$ cat src/rtl/clkstat_pkg.sv
package clkstat_pkg;
  localparam int DW = 8;

  // Enable register bit positions
  localparam int EN_TICK_BIT = 7;
  localparam int EN_LOCK_BIT = 4;
  localparam int EN_OSC_BIT  = 1;

  // Status register bit positions
  localparam int ST_FLAG_BIT = 1;
  localparam int ST_QUAL_BIT = 0;

  // Interrupt source indices
  localparam int SRC_TICK = 0;
  localparam int SRC_LOCK = 1;
  localparam int SRC_OSC  = 2;
  localparam int NSRC     = 3;

  typedef logic [DW-1:0] word_t;

  function automatic word_t en_mask();
    word_t m;
    m = '0;
    m[EN_TICK_BIT] = 1'b1;
    m[EN_LOCK_BIT] = 1'b1;
    m[EN_OSC_BIT]  = 1'b1;
    return m;
  endfunction

  function automatic word_t w1c_mask();
    word_t m;
    m = '0;
    m[ST_FLAG_BIT] = 1'b1;
    return m;
  endfunction

  // Sticky flag update; a set in the same cycle overrides a clear
  function automatic logic flag_next(logic cur, logic set, logic clr);
    if (set)      return 1'b1;
    else if (clr) return 1'b0;
    else          return cur;
  endfunction

  function automatic word_t stat_word(logic flag, logic qual);
    word_t w;
    w = '0;
    w[ST_FLAG_BIT] = flag;
    w[ST_QUAL_BIT] = qual;
    return w;
  endfunction
endpackage

$ cat src/rtl/clkstat_edge.sv
module clkstat_edge (
  input  logic clk,
  input  logic rst_n,
  input  logic qual_in,
  input  logic force_low,
  output logic qual_q,
  output logic change
);
  logic qual_d;

  always_ff @(posedge clk or negedge rst_n) begin
    if (!rst_n) begin
      qual_q <= 1'b0;
      qual_d <= 1'b0;
    end else begin
      qual_q <= force_low ? 1'b0 : qual_in;
      qual_d <= qual_q;
    end
  end

  assign change = qual_q ^ qual_d;
endmodule

$ cat src/rtl/clkstat_regfile.sv
module clkstat_regfile
  import clkstat_pkg::*;
#(
  parameter int          ADDR_W    = 8,
  parameter logic [ADDR_W-1:0] EN_ADDR   = 'h38,
  parameter logic [ADDR_W-1:0] STAT_ADDR = 'h37
) (
  input  logic              clk,
  input  logic              rst_n,
  input  logic              bus_sel,
  input  logic              bus_wr,
  input  logic [ADDR_W-1:0] bus_addr,
  input  word_t             bus_wdata,
  input  logic              osc_chg,
  input  logic              qual_q,
  output word_t             bus_rdata,
  output word_t             en_q,
  output logic              osc_flag,
  output logic              flag_clr
);
  logic wr_en_reg;
  logic wr_stat_reg;

  assign wr_en_reg   = bus_sel & bus_wr & (bus_addr == EN_ADDR);
  assign wr_stat_reg = bus_sel & bus_wr & (bus_addr == STAT_ADDR);
  assign flag_clr    = wr_stat_reg & (|(bus_wdata & w1c_mask()));

  always_ff @(posedge clk or negedge rst_n) begin
    if (!rst_n) begin
      en_q <= '0;
    end else if (wr_en_reg) begin
      en_q <= bus_wdata & en_mask();
    end
  end

  always_ff @(posedge clk or negedge rst_n) begin
    if (!rst_n) begin
      osc_flag <= 1'b0;
    end else begin
      osc_flag <= flag_next(osc_flag, osc_chg, flag_clr);
    end
  end

  always_comb begin
    bus_rdata = '0;
    if (bus_sel) begin
      if (bus_addr == EN_ADDR)        bus_rdata = en_q;
      else if (bus_addr == STAT_ADDR) bus_rdata = stat_word(osc_flag, qual_q);
    end
  end
endmodule

$ cat src/rtl/clkstat_gate.sv
module clkstat_gate #(
  parameter int N = 3
) (
  input  logic [N-1:0] flags,
  input  logic [N-1:0] enables,
  output logic [N-1:0] reqs
);
  for (genvar i = 0; i < N; i++) begin : g_src
    assign reqs[i] = flags[i] & enables[i];
  end
endmodule

$ cat src/rtl/clkstat_irq_regs.sv
module clkstat_irq_regs
  import clkstat_pkg::*;
#(
  parameter int ADDR_W = 8,
  parameter logic [ADDR_W-1:0] EN_ADDR   = 'h38,
  parameter logic [ADDR_W-1:0] STAT_ADDR = 'h37
) (
  input  logic              clk,
  input  logic              rst_n,
  input  logic              bus_sel,
  input  logic              bus_wr,
  input  logic [ADDR_W-1:0] bus_addr,
  input  logic [7:0]        bus_wdata,
  output logic [7:0]        bus_rdata,
  input  logic              osc_ok_in,
  input  logic              stop_entry,
  input  logic              tick_flag_in,
  input  logic              lock_flag_in,
  output logic              tick_irq,
  output logic              lock_irq,
  output logic              osc_irq,
  output logic              osc_gclk_en
);
  logic        osc_status;
  logic        osc_chg;
  logic        osc_flag;
  logic        flag_clr;
  word_t       en_q;
  logic [NSRC-1:0] src_flags;
  logic [NSRC-1:0] src_ens;
  logic [NSRC-1:0] src_reqs;

  clkstat_edge u_edge (
    .clk       (clk),
    .rst_n     (rst_n),
    .qual_in   (osc_ok_in),
    .force_low (stop_entry),
    .qual_q    (osc_status),
    .change    (osc_chg)
  );

  clkstat_regfile #(
    .ADDR_W    (ADDR_W),
    .EN_ADDR   (EN_ADDR),
    .STAT_ADDR (STAT_ADDR)
  ) u_regs (
    .clk       (clk),
    .rst_n     (rst_n),
    .bus_sel   (bus_sel),
    .bus_wr    (bus_wr),
    .bus_addr  (bus_addr),
    .bus_wdata (bus_wdata),
    .osc_chg   (osc_chg),
    .qual_q    (osc_status),
    .bus_rdata (bus_rdata),
    .en_q      (en_q),
    .osc_flag  (osc_flag),
    .flag_clr  (flag_clr)
  );

  assign src_flags[SRC_TICK] = tick_flag_in;
  assign src_flags[SRC_LOCK] = lock_flag_in;
  assign src_flags[SRC_OSC]  = osc_flag;
  assign src_ens[SRC_TICK]   = en_q[EN_TICK_BIT];
  assign src_ens[SRC_LOCK]   = en_q[EN_LOCK_BIT];
  assign src_ens[SRC_OSC]    = en_q[EN_OSC_BIT];

  clkstat_gate #(.N(NSRC)) u_gate (
    .flags   (src_flags),
    .enables (src_ens),
    .reqs    (src_reqs)
  );

  assign tick_irq    = src_reqs[SRC_TICK];
  assign lock_irq    = src_reqs[SRC_LOCK];
  assign osc_irq     = src_reqs[SRC_OSC];
  assign osc_gclk_en = osc_status;
endmodule

$ cat config.mk
export PLATFORM = sky130hd
export DESIGN_NAME = clkstat_irq_regs
export DESIGN_NICKNAME = d
export VERILOG_FILES = /design/src/rtl/clkstat_pkg.sv /design/src/rtl/clkstat_edge.sv /design/src/rtl/clkstat_regfile.sv /design/src/rtl/clkstat_gate.sv /design/src/rtl/clkstat_irq_regs.sv
export SDC_FILE = /design/constraint.sdc
export NUM_CORES = 1
export LEC_CHECK = 0
export CORE_AREA = 4 4 41 43
export CTS_BUF_LIST = sky130_fd_sc_hd__clkbuf_8 sky130_fd_sc_hd__clkbuf_16
export DETAILED_ROUTE_END_ITERATION = 7
export DIE_AREA = 0 0 45 47
export DONT_BUFFER_PORTS = 1
export PLACE_DENSITY_LB_ADDON = 0.1
export SLEW_MARGIN = 20
export SYNTH_ARGS = -nofsm -noshare
export SYNTH_HDL_FRONTEND = slang
export SYNTH_SLANG_ARGS = --single-unit
$ cat constraint.sdc
create_clock -name clk -period 0.87 [get_ports clk]
set_input_delay 0.174 -clock clk [delete_from_list [all_inputs] [get_ports clk]]
set_output_delay 0.174 -clock clk [all_outputs]
set_load 0.03 [all_outputs]
# Yosys cells after proc, flatten, opt, wreduce, memory -nomap -nowiden

Cells that the tools add are included.

Register bits: 6
Bits in latches: 0
Bits in writable memories: 0
ROM bits: 0
Logic and storage cells: 21
Memories: 0

$add $sub $neg: 0
Multiply operators: 0
Div/mod/pow operators: 0
Magnitude comparators: 0
Equality and inequality tests: 2
Shifts and indexed selects: 0
Muxes and demuxes: 6
Bitwise logic cells: 8
Reduce and logical (&&, ||, !) cells: 1

Operators by type and width:

| kind                 | number |
|---|---|
| $eq A8 B6 Y1 const B | 2 |
| $mux W8              | 2 |
| $and A1 B1 Y1        | 7 |
| $mux W1              | 3 |
| $mux W2              | 1 |
| $reduce_bool A2 Y1   | 1 |
| $xor A1 B1 Y1        | 1 |

# Logic depth before layout (Yosys ltp)

Gate-level depths: netlist (run 1).

Word-level depth: 5
Gate-level depth with buffers: 3
Depth with buffers taken out: 3

# By module

A second synthesis (run 1) with hierarchy kept.

Cells, all modules: 39
Area total of the unflattened synthesis: 415.4 um^2

By module, submodules not included:

| module          | times used | cells each | area an instance (um^2) | seq. area each (um^2) |
|---|---|---|---|---|
| clkstat_regfile | 1          | 32         | 331.6                   | 100.1 |
| clkstat_edge    | 1          | 4          | 65.1                    | 50.0 |
| clkstat_gate    | 1          | 3          | 18.8                    | 0.0 |

# Worst setup path before layout (run 1)

No wires, ideal clock.

Path kind: input port to output port
From: input port bus_addr[0]
To: output port bus_rdata[1]
Arrival time: 1.252 ns
Data required time: 0.696 ns
Slack: -0.556 ns
Stages on the path: 3
Path buffers: 0
Cells stage by stage: nor4b_4 > a22oi_1 > nor3_1

Longest elaborated chain between the ends: 4

RTL lines:

| element      | line                   | source |
|---|---|---|
| from (decl)  | clkstat_irq_regs.sv:12 | `input logic [ADDR_W-1:0] bus_addr,` |
| $eq A8 B6 Y1 | clkstat_regfile.sv:48  | `else if (bus_addr == STAT_ADDR) bus_rdata = stat_word(osc_flag, qual_q);` |
| $mux W2      | clkstat_regfile.sv:48  |  |
| $mux W8 (*)  | clkstat_regfile.sv:47  | `if (bus_addr == EN_ADDR) bus_rdata = en_q;` |
| $mux W8 (*)  | clkstat_regfile.sv:46  | `if (bus_sel) begin` |
| to (decl)    | clkstat_irq_regs.sv:14 | `output logic [7:0] bus_rdata,` |

Every way passes the cells marked *; elsewhere a longest branch is shown, timed or not.

# Final worst setup path (run 1)

From: register u_regs.en_q[1]
To: output port osc_irq

Longest elaborated chain between the ends: 1

RTL lines:

| element                | line                   | source |
|---|---|---|
| from (decl)            | clkstat_regfile.sv:17  | `output word_t en_q,` |
| from (signal assigned) | clkstat_regfile.sv:32  | `en_q <= bus_wdata & en_mask();` |
| $and A1 B1 Y1          | clkstat_gate.sv:9      | `assign reqs[i] = flags[i] & enables[i];` |
| to (decl)              | clkstat_irq_regs.sv:21 | `output logic osc_irq,` |

No other way between the ends.

==> reports/results.ini, run 1 <==
[clock_network]
clk_pin_slew_ns = 0.04
insertion_delay_ns = 0.22
cts_tree = yes
numCtsBuffers = 3
clock-root-buffer = clkbuf_8
h-tree-depth = 1
cts_sinks = 6
clock_path_buffers = 2

[pwr]
ir_drop_v = 0.0007768
pwr_density_cell_nw_per_um2 = 1410
power.total_w = 0.0008186
p_clk_frac = 0.518
p_int_w = 0.0006366
comb_power_share = 0.119
p_leak_nw = 0.2575
p_sw_frac = 0.2224
seq_power_share = 0.362
power.switching_w = 0.0001820

[cells_and_area]
num_antenna_cells = 0
multi_input_area_sq_um = 259.0
syn_to_final_growth_pct = 49.20
final_common_cell = buf_4
drive_gt1_frac = 0.5745
n_fill_cell = 131
seq_area_sq_um = 151.4
nNetsFinal = 72
final_cells = 62
final_cell_mix = buf_4, dfrtp_1, conb_1

[place]
placed_cells = 56
port_buffers = 0
place_congestion = 0.6637
pre_cts_slack_ns = -0.3898

[sta]
rsz0062_at_grt = true
setup-tns-final_ns = -2.236
hold_viol = 0
worst_clock_skew_ns = 0.0009517
holdWs_ns = 0.01056
finalCritPeriodShare = 1.376
finalMaxSlewViolations = 0
setup_viol = 11
fin_crit_ns = 1.197
finalWorstSetupSlack_ns = -0.3272
timing.fmax_ghz = 0.8352

[worst_setup_path]
cp-end-kind = primary output
crit_path_start = u_regs.en_q[1]$_DFFE_PN0P_
crit_type = reg2out
critPathRequiredTime_ns = 0.70
critPathMaxFanout = 2
r2r_start = u_regs.en_q[1]$_DFFE_PN0P_
crit_arrival_ns = 1.02
cp-start-kind = flip-flop

[floorplan]
core_sq_um = 1301
dieArea_sq_um = 2115
rows = 13
fp.dieH_um = 47
initial_core_util = 0.2990
fp.dieW_um = 45
top_level_ports = 36

[detailed_routing]
ant_nets = 0
totalWireLength_um = 903
avgViaCountPerCell = 4.871
post-route-drc-count = 0
via_count = 302
drt-initial-drc-count = 0
drt_first_pass_iters = 1
wl_per_cell_um = 14.56

[logic_synthesis]
yosys_warnings = 0
ys_seq_elements = 6
syn_inst = 34
netlist_area_sq_um = 389.1
synth.distinct_cells = 19
ys_seq_area_frac = 0.3859
syn_avg_cell_area_sq_um = 11.44

[global_routing]
gr-max-usage-layer = met2
grt_use_total = 0.09004
use_met1 = 0.09557
grtUsageMet2 = 0.1610
grt_antenna_before_repair = 0
gr-total-overflow = 0
grt_max_degree = 7
grt_pass1_wl_um = 1338
grt_pass1_vias = 333
grtUsageMet3 = 0.02299

[run_status]
violations = setup timing
status = complete, but fails checks

[flow_run]
drv_cap = 0

[hold_path]
min_from = stop_entry
min_path_type = in2reg

## cells in the mapped netlist (all sizes together)
library cell  instances  share of area
xnor2                 1          0.023
nor2b                 1          0.016
nor2                  1         0.0096
a22oi                 1          0.019
and4b                 1          0.026
and2                  3          0.048
buf                   4          0.077
nand4b                2          0.045
nor4bb                1          0.026
and3                  3          0.055
mux2                  3           0.12
o41ai                 1          0.023
conb                  1         0.0096
dfrtp                 6           0.39
nor3                  1          0.013
nor4b                 1          0.061
nand2                 2          0.019
and4                  1          0.029
## cells by family (layout without fill, tap and decap cells)
group / count (synthesis) / after routing / share of synthesized area
muxes: 3 / 3 / 0.1157
and+or+nand+nor: 17 / 17 / 0.3473
other: 1 / 4 / 0.009637
xor gates and xnor gates: 1 / 1 / 0.02251
AOI/OAI and AO/OA: 2 / 2 / 0.04181
buffers and inverters: 4 / 14 / 0.07717
DFF: 6 / 6 / 0.3858
## per-stage QoR
step                      cell area (sq um)    util
after floorplan                       417.9       -
after global placement                491.7  0.3779
after detailed placement              491.7  0.3779
after CTS                             580.6  0.4462
after global routing                  580.6  0.4462
final                                 580.6  0.4462
## timing repair
item                                    CTS  global route
hold endpoints to repair                  6             0
pin swaps                                 1             1
hold buffers                              1             0
endpoints found under the setup margin   11            11
resized for setup                        10             0
setup buffers                             1             0
## state kept, by name (all words and copies together) (netlist names)
name,count
u_regs.en_q,3
u_edge.qual_d,1
u_edge.qual_q,1
u_regs.osc_flag,1
## worst max-delay path: stages (launching register included)
cell and delay (ns):
dfrtp_1 0.38, buf_4 0.14, and2_4 0.15, buf_12 0.13
## per-layer routing
metal / part of all wire / up-vias
met5: 0 / -
met4: 0 / 0
met3: 0.099 / 0
met2: 0.55 / 18
met1: 0.35 / 142
li1: - / 142
## path summary, 6_finish.rpt
path	to	slack (ns)	cells after the start
min in group asynchronous	u_edge.qual_d$_DFF_PN0_	0.26	1
min	u_edge.qual_q$_DFF_PN0_	0.01	1
max reg2reg	u_regs.en_q[1]$_DFFE_PN0P_	-0.04	2
min reg2reg	u_edge.qual_d$_DFF_PN0_	0.43	0
max	osc_irq	-0.33	3
max in group asynchronous	u_edge.qual_q$_DFF_PN0_	0.37	1
## final cells by class
type                    count  share of cell area
well taps                  15             0.03233
clock inverters             1            0.006466
clock buffers               3             0.07112
flip-flops and latches      6              0.2608
multi-input cells          27              0.4461
repair buffers             10              0.1832
## power by group through the flow
stage,Clock [W],Combinational (W),Sequential (W)
6_report,0.000424,0.0000978,0.000297
4_1_cts,0.000443,0.0000987,0.000297
2_1_floorplan,0,0.0000710,0.000303
3_5_place_dp,0,0.0000830,0.000300
3_3_place_gp,0,0.0000821,0.000299
5_1_grt,0.000456,0.000104,0.000298
Note: power is estimated with default switching activity, not from simulation.
==> run 2: changes to the inputs <==
Settings changed: CELL_PAD_IN_SITES_DETAIL_PLACEMENT from default to 1, CELL_PAD_IN_SITES_GLOBAL_PLACEMENT from default to 1, CTS_CLUSTER_SIZE from default to 40.
==> reports/results.ini, run 2 (synthesis results as in run 1) <==
[run_status]
status = complete, but fails checks
violations = setup timing

[global_routing]
gr-total-overflow = 0
grt_pass1_wl_um = 1635
grt_antenna_before_repair = 0
grt_pass1_vias = 377
grt_use_total = 0.1115
grt_max_degree = 7

[clock_network]
cts_tree = yes
clock-root-buffer = clkbuf_8
numCtsBuffers = 3
clock_path_buffers = 2
h-tree-depth = 1
clk_pin_slew_ns = 0.04
cts_sinks = 6
insertion_delay_ns = 0.22

[detailed_routing]
post-route-drc-count = 0
drt-initial-drc-count = 1
avgViaCountPerCell = 4.952
ant_nets = 0
totalWireLength_um = 1029
drt_first_pass_iters = 3
via_count = 307
wl_per_cell_um = 16.60

[sta]
hold_viol = 0
timing.fmax_ghz = 0.8188
finalWorstSetupSlack_ns = -0.3513
fin_crit_ns = 1.221
setup_viol = 11
worst_clock_skew_ns = 0.00001943
finalCritPeriodShare = 1.404
holdWs_ns = 0.009297
finalMaxSlewViolations = 0
rsz0062_at_grt = true

[floorplan]
dieArea_sq_um = 2115
fp.dieW_um = 45
fp.dieH_um = 47
top_level_ports = 36
core_sq_um = 1301
rows = 13
initial_core_util = 0.2990

[cells_and_area]
regMostFlops = u_regs.en_q
final_common_cell = dfrtp_1
drive_gt1_frac = 0.5957
fin_util = 0.4606
n_fill_cell = 152
nNetsFinal = 72
num_antenna_cells = 0
syn_to_final_growth_pct = 54.02
final_cell_mix = dfrtp_1, conb_1, buf_6
largest_register_ffs = 3

[worst_setup_path]
path_cells = a22oi_2, nor3_4, buf_12
cp_slowest_cell = dfrtp_1
r2r-end = u_regs.en_q[1]$_DFFE_PN0P_
r2r_start = u_regs.en_q[1]$_DFFE_PN0P_
reg2reg_depth = 2
slowest_delay_ns = 0.40
cp-start-kind = flip-flop
critPathMaxFanout = 2
cp-end-kind = primary output
crit_type = reg2out
crit_arrival_ns = 1.05
critPathRequiredTime_ns = 0.70
rrSetupSlack_ns = -0.04

[flow_run]
drv_cap = 0

[pwr]
ir_drop_v = 0.001365
pwr_density_cell_nw_per_um2 = 1375
p_leak_nw = 0.2647

[place]
dp_hpwl_um = 810.6
place_congestion = 0.6414
port_buffers = 0
pre_cts_slack_ns = -0.3429

[hold_path]
min_path_type = in2reg
min_from = stop_entry
hold_end = u_edge.qual_q$_DFF_PN0_
hold-path-cell-count = 1

-- run 2: report_power, final --
| part | switching [W] | internal (W) | leakage [nW] |
|---|---|---|---|
| Sequential | 0.00000913 | 0.000290 | 0.0748 |
| Combinational | 0.0000568 | 0.0000501 | 0.163 |
| Clock | 0.000116 | 0.000303 | 0.0269 |
-- run 2: timing repair --
action	CTS	global route
hold buffers	1	0
pin swaps	3	2
setup endpoints to repair	11	12
setup buffers	1	0
hold endpoints to repair	6	0
resized for setup	12	2
-- run 2: critical path: cells and delay by family (launching register included) --
family | cells | cell delay, ns
DFF | 1 | 0.40
AOI/OAI and AO/OA | 1 | 0.23
buffers and inverters | 1 | 0.14
and+or+nand+nor | 1 | 0.06
-- run 2: metal layers --
metal,up-vias,wire length (um),track usage
met4,0,0,0.05263
met5,-,0,0
met3,0,94,0.04215
met1,151,312,0.09767
li1,142,-,-
met2,14,622,0.2203
-- run 2: cell type report --
| cell class | instances | area [sq um] | share of cell area |
|---|---|---|---|
| multi-input combinational | 27 | 266.5 | 0.4447 |
| tap | 15 | 18.77 | 0.03132 |
| sequential | 6 | 151.4 | 0.2526 |
| clock buffer | 3 | 41.29 | 0.06889 |
| timing repair buffer | 10 | 117.6 | 0.1962 |
| clock inverter | 1 | 3.754 | 0.006263 |
-- run 2: stage by stage --
stage	area, sq um	cells	setup TNS, ns	total power [W]
final	599.3	62	-2.063	0.0008242
after CTS	591.8	62	-1.975	0.0008343
after detailed placement	491.7	56	-2.120	0.0003823
after global routing	599.3	62	-2.503	0.0008743
after floorplan	417.9	37	-1.696	0.0003741
after global placement	491.7	56	-2.079	0.0003820
-- run 2: how the worst max path moves through the flow --
stage,start,endpoint,slack (ns),cells after the start
detailed placement,bus_addr[0],u_regs.en_q[1]$_DFFE_PN0P_,-0.34,3
global placement,bus_addr[0],u_regs.en_q[4]$_DFFE_PN0P_,-0.33,3
floorplan,bus_addr[0],u_regs.en_q[1]$_DFFE_PN0P_,-0.29,3
finish,u_regs.en_q[1]$_DFFE_PN0P_,bus_rdata[1],-0.35,3
global route,u_regs.en_q[1]$_DFFE_PN0P_,bus_rdata[1],-0.40,3
CTS,u_regs.en_q[1]$_DFFE_PN0P_,bus_rdata[1],-0.33,3
==> run 3: changes to the inputs <==
Settings changed: ABC_AREA from default to 1, CORE_AREA 4 4 41 43 to default, CORE_MARGIN from default to 4, CORE_UTILIZATION from default to 30, DIE_AREA 0 0 45 47 to default.
==> reports/results.ini, run 3 <==
[place]
post_dp_cell_area_sq_um = 561.8
place_congestion = 0.6730
dp_hpwl_um = 917.1
port_buffers = 0

[logic_synthesis]
synth_ff_type = dfrtp_1
ys_seq_elements = 6
yosysTopAreaCellShare = 0.3380
async_flop_share = 1.000
synth.largest_area_cell = dfrtp_1
synthTopCellsByCount = nand2_1, inv_1, nor2_1, dfrtp_1, nand3_1
yosys_warnings = 0
syn_inst = 73
yosysMostFrequentCell = nand2_1
syn_avg_cell_area_sq_um = 6.085
ys_seq_area_frac = 0.3380
synth-edff-count = 0
netlist_area_sq_um = 444.2
synth.distinct_cells = 12
synth_top_cells_by_area = dfrtp_1, nand2_1, inv_1

[floorplan]
initial_core_util = 0.3290
top_level_ports = 36
fp.dieH_um = 46.48
core_sq_um = 1350
rows = 13
dieArea_sq_um = 2160
fp.dieW_um = 46.48

[detailed_routing]
totalWireLength_um = 1078
avgViaCountPerCell = 4.307
drt_first_pass_iters = 3
post-route-drc-count = 0
wl_per_cell_um = 10.67
ant_nets = 0
drt-initial-drc-count = 5
via_count = 435

[clock_network]
h-tree-depth = 1
cts_tree = yes
insertion_delay_ns = 0.22
numCtsBuffers = 3
clock_path_buffers = 2
cts_sinks = 6
clk_pin_slew_ns = 0.04
clock-root-buffer = clkbuf_8

[worst_setup_path]
cp_slowest_cell = dfrtp_2
crit_type = reg2out
critPathMaxFanout = 2
cp-start-kind = flip-flop
crit_arrival_ns = 0.94
path_cells = nand2_2, nor3_4, buf_12
slowest_delay_ns = 0.37
cp-end-kind = primary output
critPathRequiredTime_ns = 0.70

[cells_and_area]
final_common_cell = nand2_1
largest_register_ffs = 3
regMostFlops = u_regs.en_q
syn_to_final_growth_pct = 46.48
nNetsFinal = 111
final_cell_mix = nand2_1, inv_1, inv_2
num_antenna_cells = 0
design_area_sq_um = 650.6
drive_gt1_frac = 0.3953

[pwr]
p_leak_nw = 0.3588
ir_drop_v = 0.001375
pwr_density_cell_nw_per_um2 = 1281
power.total_w = 0.0008332

[sta]
finalCritPeriodShare = 1.278
hold_viol = 0
fin_crit_ns = 1.112
finalMaxSlewViolations = 0
setup-tns-final_ns = -1.378
setup_viol = 9
timing.fmax_ghz = 0.8994
holdWs_ns = 0.01134
finalWorstSetupSlack_ns = -0.2419
worst_clock_skew_ns = 0.002016
rsz0062_at_grt = true

[global_routing]
grt_pass1_vias = 465
grt_antenna_before_repair = 0
grt_max_degree = 7
grt_use_total = 0.1201
gr-total-overflow = 0
grt_pass1_wl_um = 1787

[run_status]
status = complete, but fails checks
violations = setup timing

[flow_run]
drv_cap = 0

[hold_path]
min_path_type = in2reg

## run 3: cell types whose count changed after synthesis, sizes merged, moves of 2 or more
cell,before,now
and2,3,0
mux2,3,0
nor2,1,12
inv,0,16
nand2,2,27
and3,3,0
nand3,0,5
nand4b,2,0
## run 3: path summary, 6_finish.rpt
check	endpoint	depth (start not counted)	startpoint	slack [ns]
hold reg to reg	u_regs.en_q[1]$_DFFE_PN0P_	2	u_regs.en_q[1]$_DFFE_PN0P_	0.51
hold / removal	u_edge.qual_q$_DFF_PN0_	1	stop_entry	0.01
setup / recovery	bus_rdata[0]	3	u_edge.qual_q$_DFF_PN0_	-0.24
setup reg to reg	u_regs.osc_flag$_DFFE_PN0P_	4	u_edge.qual_q$_DFF_PN0_	-0.11
max in group asynchronous	u_edge.qual_q$_DFF_PN0_	1	rst_n	0.38
min in group asynchronous	u_regs.en_q[4]$_DFFE_PN0P_	1	rst_n	0.26
## run 3: metal layers
layer  vias up  part of all wire  GRT usage
met4         0                 0    0.06818
met2        19              0.46     0.1758
met1       191              0.45     0.1573
li1        225                 -          -
met3         0             0.090    0.03125
met5         -                 0          0
## run 3: cell families (layout without fill, tap and decap cells)
logic type,Yosys count,in the layout,synth area share
buffers and inverters,20,30,0.2028
AND/OR/NAND/NOR,45,45,0.4310
flip-flops,6,6,0.3380
other,1,4,0.008443
XOR/XNOR,1,1,0.01972
## run 3: critical path: cells and delay by family (launching register included)
family / cells / cell delay [ns]
simple gates: 2 / 0.20
buf+inv: 1 / 0.14
flops: 1 / 0.37
## run 3: final cells by class
class | instances | area [sq um]
clock inverters | 1 | 3.754
fillers | 180 | 699.4
repair buffers | 10 | 101.3
inverters | 16 | 60.06
flip-flops and latches | 6 | 151.4
well taps | 15 | 18.77
multi-input cells | 50 | 274.0
clock buffers | 3 | 41.29
## run 3: timing repair
action                     4_1_cts  5_1_grt
setup endpoints to repair        9        9
resized for setup                6        3
hold buffers                     1        0
setup buffers                    2        0
hold endpoints to repair         6        0
pin swaps                        7        4
## run 3: through the flow
stage | std cells | utilization | setup slack (ns)
after global placement | 94 | 0.4161 | -0.1944
after floorplan | 76 | - | -0.1839
after detailed placement | 94 | 0.4161 | -0.2049
final | 101 | 0.4819 | -0.2419
after global routing | 101 | 0.4819 | -0.3161
after CTS | 101 | 0.4791 | -0.2478
## run 3: power by group
group / total [W] / internal, W / switching (W)
combinational: 0.000121 / 0.0000433 / 0.0000777
sequential: 0.000297 / 0.000290 / 0.00000740
clock: 0.000415 / 0.000302 / 0.000113
total: 0.000833 / 0.000636 / 0.000198
